### src/rtl/gshare_pkg.sv
package gshare_pkg;

    typedef enum logic [1:0] {
        CTR_STRONG_NT = 2'b00,
        CTR_WEAK_NT   = 2'b01,
        CTR_WEAK_T    = 2'b10,
        CTR_STRONG_T  = 2'b11
    } ctr_t;

    localparam ctr_t CTR_RESET = CTR_WEAK_NT;

    // step the counter one state toward the observed outcome, saturating
    function automatic ctr_t ctr_train(input ctr_t cur, input logic taken);
        ctr_t nxt;
        nxt = cur;
        case (cur)
            CTR_STRONG_NT: nxt = taken ? CTR_WEAK_NT  : CTR_STRONG_NT;
            CTR_WEAK_NT:   nxt = taken ? CTR_WEAK_T   : CTR_STRONG_NT;
            CTR_WEAK_T:    nxt = taken ? CTR_STRONG_T : CTR_WEAK_NT;
            CTR_STRONG_T:  nxt = taken ? CTR_STRONG_T : CTR_WEAK_T;
            default:       nxt = CTR_RESET;
        endcase
        return nxt;
    endfunction

    function automatic logic ctr_predict(input ctr_t cur);
        return cur[1];
    endfunction

endpackage

### src/rtl/gshare_index.sv
module gshare_index #(
    parameter int IDX_W  = 8,
    parameter int HIST_W = 6
) (
    input  logic [31:0]       pc,
    input  logic [HIST_W-1:0] hist,
    output logic [IDX_W-1:0]  idx
);
    localparam int PC_LSB = 2;
    localparam int PC_MSB = PC_LSB + IDX_W - 1;

    logic [IDX_W-1:0] hist_ext;

    generate
        if (HIST_W == IDX_W) begin : g_same
            assign hist_ext = hist;
        end else begin : g_pad
            assign hist_ext = {{(IDX_W - HIST_W){1'b0}}, hist};
        end
    endgenerate

    logic unused_pc_bits;
    assign unused_pc_bits = ^{pc[31:PC_MSB+1], pc[PC_LSB-1:0]};

    assign idx = pc[PC_MSB:PC_LSB] ^ hist_ext;

endmodule

### src/rtl/gshare_history.sv
module gshare_history #(
    parameter int HIST_W = 6
) (
    input  logic              clk,
    input  logic              rst,
    input  logic              shift_en,
    input  logic              outcome,
    output logic [HIST_W-1:0] hist_q
);
    generate
        if (HIST_W == 1) begin : g_one
            always_ff @(posedge clk) begin
                if (rst)           hist_q <= '0;
                else if (shift_en) hist_q <= outcome;
            end
        end else begin : g_many
            always_ff @(posedge clk) begin
                if (rst)           hist_q <= '0;
                else if (shift_en) hist_q <= {hist_q[HIST_W-2:0], outcome};
            end
        end
    endgenerate

    a_r6_shift_in: assert property (@(posedge clk) disable iff (rst)
        shift_en |=> hist_q[0] == $past(outcome));
    a_r6_hold: assert property (@(posedge clk) disable iff (rst)
        !shift_en |=> $stable(hist_q));
    a_r1_hist_clear: assert property (@(posedge clk) disable iff (rst)
        $fell(rst) |-> hist_q == '0);

endmodule

### src/rtl/gshare_table.sv
module gshare_table
    import gshare_pkg::*;
#(
    parameter int IDX_W = 8
) (
    input  logic             clk,
    input  logic             rst,
    input  logic [IDX_W-1:0] rd_idx,
    output logic             rd_taken,
    input  logic             wr_en,
    input  logic [IDX_W-1:0] wr_idx,
    input  logic             wr_taken
);
    localparam int DEPTH = 1 << IDX_W;

    ctr_t tbl [DEPTH];

    always_ff @(posedge clk) begin
        if (rst) begin
            for (int i = 0; i < DEPTH; i++) tbl[i] <= CTR_RESET;
        end else if (wr_en) begin
            tbl[wr_idx] <= ctr_train(tbl[wr_idx], wr_taken);
        end
    end

    // read is from the stored array, so a same-cycle write is not seen
    assign rd_taken = ctr_predict(tbl[rd_idx]);

    a_r4_inc: assert property (@(posedge clk) disable iff (rst)
        (wr_en && wr_taken && tbl[wr_idx] != CTR_STRONG_T)
        |=> tbl[$past(wr_idx)] == ctr_t'($past(tbl[wr_idx]) + 2'd1));
    a_r4_sat_top: assert property (@(posedge clk) disable iff (rst)
        (wr_en && wr_taken && tbl[wr_idx] == CTR_STRONG_T)
        |=> tbl[$past(wr_idx)] == CTR_STRONG_T);
    a_r5_dec: assert property (@(posedge clk) disable iff (rst)
        (wr_en && !wr_taken && tbl[wr_idx] != CTR_STRONG_NT)
        |=> tbl[$past(wr_idx)] == ctr_t'($past(tbl[wr_idx]) - 2'd1));
    a_r5_sat_bottom: assert property (@(posedge clk) disable iff (rst)
        (wr_en && !wr_taken && tbl[wr_idx] == CTR_STRONG_NT)
        |=> tbl[$past(wr_idx)] == CTR_STRONG_NT);

endmodule

### src/rtl/gshare_predictor.sv
module gshare_predictor #(
    parameter int IDX_W  = 8,
    parameter int HIST_W = 6
) (
    input  logic              clk,
    input  logic              rst,
    input  logic [31:0]       lk_pc,
    output logic              lk_taken,
    output logic [HIST_W-1:0] lk_hist,
    input  logic              up_valid,
    input  logic [31:0]       up_pc,
    input  logic [HIST_W-1:0] up_hist,
    input  logic              up_taken
);
    logic [HIST_W-1:0] ghist;
    logic [IDX_W-1:0]  lk_idx;
    logic [IDX_W-1:0]  up_idx;

    gshare_history #(.HIST_W(HIST_W)) u_hist (
        .clk      (clk),
        .rst      (rst),
        .shift_en (up_valid),
        .outcome  (up_taken),
        .hist_q   (ghist)
    );

    gshare_index #(.IDX_W(IDX_W), .HIST_W(HIST_W)) u_lk_index (
        .pc   (lk_pc),
        .hist (ghist),
        .idx  (lk_idx)
    );

    gshare_index #(.IDX_W(IDX_W), .HIST_W(HIST_W)) u_up_index (
        .pc   (up_pc),
        .hist (up_hist),
        .idx  (up_idx)
    );

    gshare_table #(.IDX_W(IDX_W)) u_table (
        .clk      (clk),
        .rst      (rst),
        .rd_idx   (lk_idx),
        .rd_taken (lk_taken),
        .wr_en    (up_valid),
        .wr_idx   (up_idx),
        .wr_taken (up_taken)
    );

    assign lk_hist = ghist;

endmodule

### config.mk
export PLATFORM = sky130hd
export DESIGN_NAME = gshare_predictor
export DESIGN_NICKNAME = d
export VERILOG_FILES = /design/src/rtl/gshare_pkg.sv /design/src/rtl/gshare_index.sv /design/src/rtl/gshare_history.sv /design/src/rtl/gshare_table.sv /design/src/rtl/gshare_predictor.sv
export SDC_FILE = /design/constraint.sdc
export NUM_CORES = 1
export LEC_CHECK = 0
export ABC_AREA = 1
export BUFFER_PORTS_ARGS = -buffer_cell sky130_fd_sc_hd__buf_2
export CORE_MARGIN = 2
export CORE_UTILIZATION = 45
export CTS_BUF_LIST = sky130_fd_sc_hd__clkbuf_4 sky130_fd_sc_hd__clkbuf_8 sky130_fd_sc_hd__clkbuf_16
export DETAILED_ROUTE_END_ITERATION = 6
export PLACE_DENSITY = 0.66
export SETUP_SLACK_MARGIN = 0.4
export SLEW_MARGIN = 25
export SYNTH_ARGS = -nofsm -noshare
export SYNTH_HDL_FRONTEND = slang
export SYNTH_SLANG_ARGS = --single-unit
### constraint.sdc
create_clock -name clk -period 2.65 [get_ports clk]
set_input_delay 0 -clock clk [delete_from_list [all_inputs] [get_ports clk]]
set_output_delay 0 -clock clk [all_outputs]
set_load 0.01 [all_outputs]
==> results.yml <==
run_status:
  status: "finished, violations left"
  violations: "DRC, setup timing"
placed_design:
  numPortBuffers: 32
  place_hpwl_um: 64400
  dp.cells: 5156
  dpl_cell_area_um2: 33770
  post-place-ws_ns: -0.2287
  routabilityCongestion: 0.9449
worst_setup_path:
  end_kind: "output port"
  crit_required_ns: 2.65
  cpPeakStageDelay_ns: 0.35
  crit_arrival_ns: 2.82
  critPathKind: "flop to output port"
  worstPathCellList: "xnor2_4 -> buf_12 -> buf_12 -> o211ai_1 -> nand3_1 -> nand3_1 -> nand3_1 -> nand3_1 -> nand3_1 -> nand3b_1 -> nand2_2 -> buf_6"
  cp_slowest_cell: "dfxtp_2"
  cp.buffers_inverters: 3
  crit_path_max_fanout: 22
  cpMostUsedCell: "nand3_1"
  path_delay_family: "simple AND/OR/NAND/NOR gates"
  start_kind: "flop"
global_route:
  grt_pass1_vias: 27140
  grt_overflow: 0
  antenna_found_initial: 3
  grt_pass1_wl_um: 157400
  grt_max_degree: 72
  grtUsageTotal: 0.2968
die:
  die_w_um: 265.4
  initial_core_util: 0.4563
  num_rows: 95
  core_area_um2: 67400
  dieArea_um2: 70450
  ios: 81
  die_y_um: 265.4
clock_network:
  clkTransAtPathRegs_ns: 0.06
  clkLatencyLatePin_ns: 0.64
  clockRootBuffer: "clkbuf_16"
  clockBufferDepth: 3
  cts_max_level: 2
  cts_tree: "built"
  clock_sinks: 518
  cts_made_buffers: 57
power_and_ir_drop:
  swShare: 0.3154
  powerDensity_nw_per_um2: 612.2
  p_comb_frac: 0.320
  ir_drop_v: 0.0004963
  p_seq_frac: 0.374
  power_mw: 24.75
  p_clk_frac: 0.306
  p_sw_mw: 7.806
  p_int_mw: 16.94
  p_leak_nw: 17.99
sta:
  fin_setup_tns_ns: -1.314
  worst_pin_slew_ns: 0.8082
  final-hold-violation-count: 0
  setup_ws_ns: -0.1701
  setup_violations: 44
  fmax_mhz: 354.6
  min_period_over_period: 1.064
  post-route-min-period_ns: 2.820
  maxSlewViolCount: 0
  whs_ns: 0.2126
  rsz0062_at_grt: "yes"
  finalClockSkew_ns: 0.02733
  maxSlewHeadroom: 0.4606
min_path:
  hp-class: "input port to flop"
route:
  vias: 29440
  wl_um: 110000
  via_per_inst: 5.460
  wire_per_inst_um: 20.40
  first_pass_iters: 7
  drc_errors: 4
  ant_nets: 0
  drtIter0Drc: 3602
yosys:
  synth_top_area_frac: 0.4999
  synth_top_area_cell: "edfxtp_1"
  syn_area_um2: 30750
  synth.avg_cell_area_um2: 7.192
  syn_inst: 4276
  synth_nets: 4350
  ys_seq_area_frac: 0.5038
  ys_seq_elements: 518
  ys_types: 24
  yosysWarnings: 0
  ys_top_cells_by_area: "edfxtp_1 (50%), nand2_1 (20%), inv_1 (8.8%), nor2_1 (7.8%), o211ai_1 (3.1%)"
flow_run:
  max_cap_viol_count: 0
finish:
  finalNetCount: 4552
  drive_above_1_share: 0.2169
  final_cell_area_um2: 40430
  utilization: 0.5998
  syn2layout_area_growth_pct: 31.44
  fin_cells: 5392
-- path summary, 6_finish.rpt --
check / from / endpoint / slack (ns) / depth (start not counted)
max: u_hist.hist_q[1]$_SDFFE_PP0P_ / lk_taken / -0.17 / 12
min: up_taken / u_table.tbl[161][0]$_SDFFCE_PN1P_ / 0.21 / 7
max reg2reg: u_table.tbl[155][1]$_SDFFCE_PN0P_ / u_table.tbl[108][0]$_SDFFCE_PN1P_ / -0.05 / 22
min reg2reg: u_hist.hist_q[1]$_SDFFE_PP0P_ / u_hist.hist_q[2]$_SDFFE_PP0P_ / 0.54 / 2
-- sequential cells by signal, summed over array words and instances, names as in the netlist --
signal,count
u_table.tbl,512
u_hist.hist_q,6
-- per-layer routing --
| metal | vias to the layer above | routed length [um] | global-route usage | share of wire |
|---|---|---|---|---|
| li1 | 13547 | - | - | - |
| met1 | 13637 | 40380 | 0.3799 | 0.37 |
| met2 | 1806 | 49750 | 0.4781 | 0.45 |
| met3 | 444 | 13060 | 0.05314 | 0.12 |
| met4 | 6 | 6768 | 0.1634 | 0.062 |
| met5 | - | 38 | 0 | 0.00035 |
-- worst min-delay path, stage by stage --
cell and delay (ns):
buf_2 0.21, nand2_2 0.08, nand2_2 0.07, nand2_4 0.06, buf_6 0.12, buf_12 0.13
nand2_1 0.06
-- layout make-up --
type	instances	area, um^2
Multi-Input combinational cell	2777	13530
Clock inverter	29	170.2
Clock buffer	70	1559
Fill cell	5554	26970
Inverter	726	2735
Antenna cell	1	2.502
Tap cell	873	1092
Timing Repair Buffer	398	5836
Sequential cell	518	15500
-- cells in the mapped netlist, drive strengths merged --
library cell	count
nand2	1653
xnor2	10
clkbuf	165
or2	14
nand3	181
edfxtp	512
dfxtp	6
inv	723
clkinv	3
o211ai	128
nor2	640
o21ai	124
a21oi	10
xor2	2
nand3b	15
buf	90
-- layout by cell type (no fill, tap or decap), types with 10 or more instances in the layout --
cell	instances
nand3_1	156
o211ai_1	128
buf_2	31
clkbuf_16	83
inv_1	713
nor2_4	67
nand2_2	216
buf_4	143
buf_8	16
nor2_1	488
clkinv_1	15
nand3b_1	15
buf_16	46
o21ai_0	96
o21ai_1	22
a21oi_1	10
nand2_4	73
clkbuf_4	11
buf_6	28
clkinv_2	11
buf_12	106
nand3_2	22
edfxtp_1	512
nor2_2	85
nand2_1	1363
-- power groups by stage --
stage	Clock, mW	Sequential (mW)	Combinational (mW)
after floorplan	0	9.39	2.31
after global placement	0	9.40	4.48
after detailed placement	0	9.41	4.50
after CTS	7.58	9.24	6.48
after global routing	7.90	9.26	8.15
final	7.58	9.24	7.93
-- logic make-up (layout without fill, tap and decap cells) --
logic type / after synthesis / count (layout) / share of synthesized area
buffers and inverters: 981 / 1223 / 0.1233
DFF: 518 / 518 / 0.5038
xor gates and xnor gates: 12 / 12 / 0.003906
and+or+nand+nor: 2503 / 2503 / 0.3159
other: 0 / 1 / 0
AOI/OAI and AO/OA: 262 / 262 / 0.05305
-- repair_timing --
item                                    CTS  global route
resized for setup                       339           415
setup buffers                            45            24
endpoints found under the setup margin  503           513
hold buffers                              3             0
cloned                                   39            25
pin swaps                                35            36
hold endpoints to repair                 28             0
(Power assumes the default switching activity.)
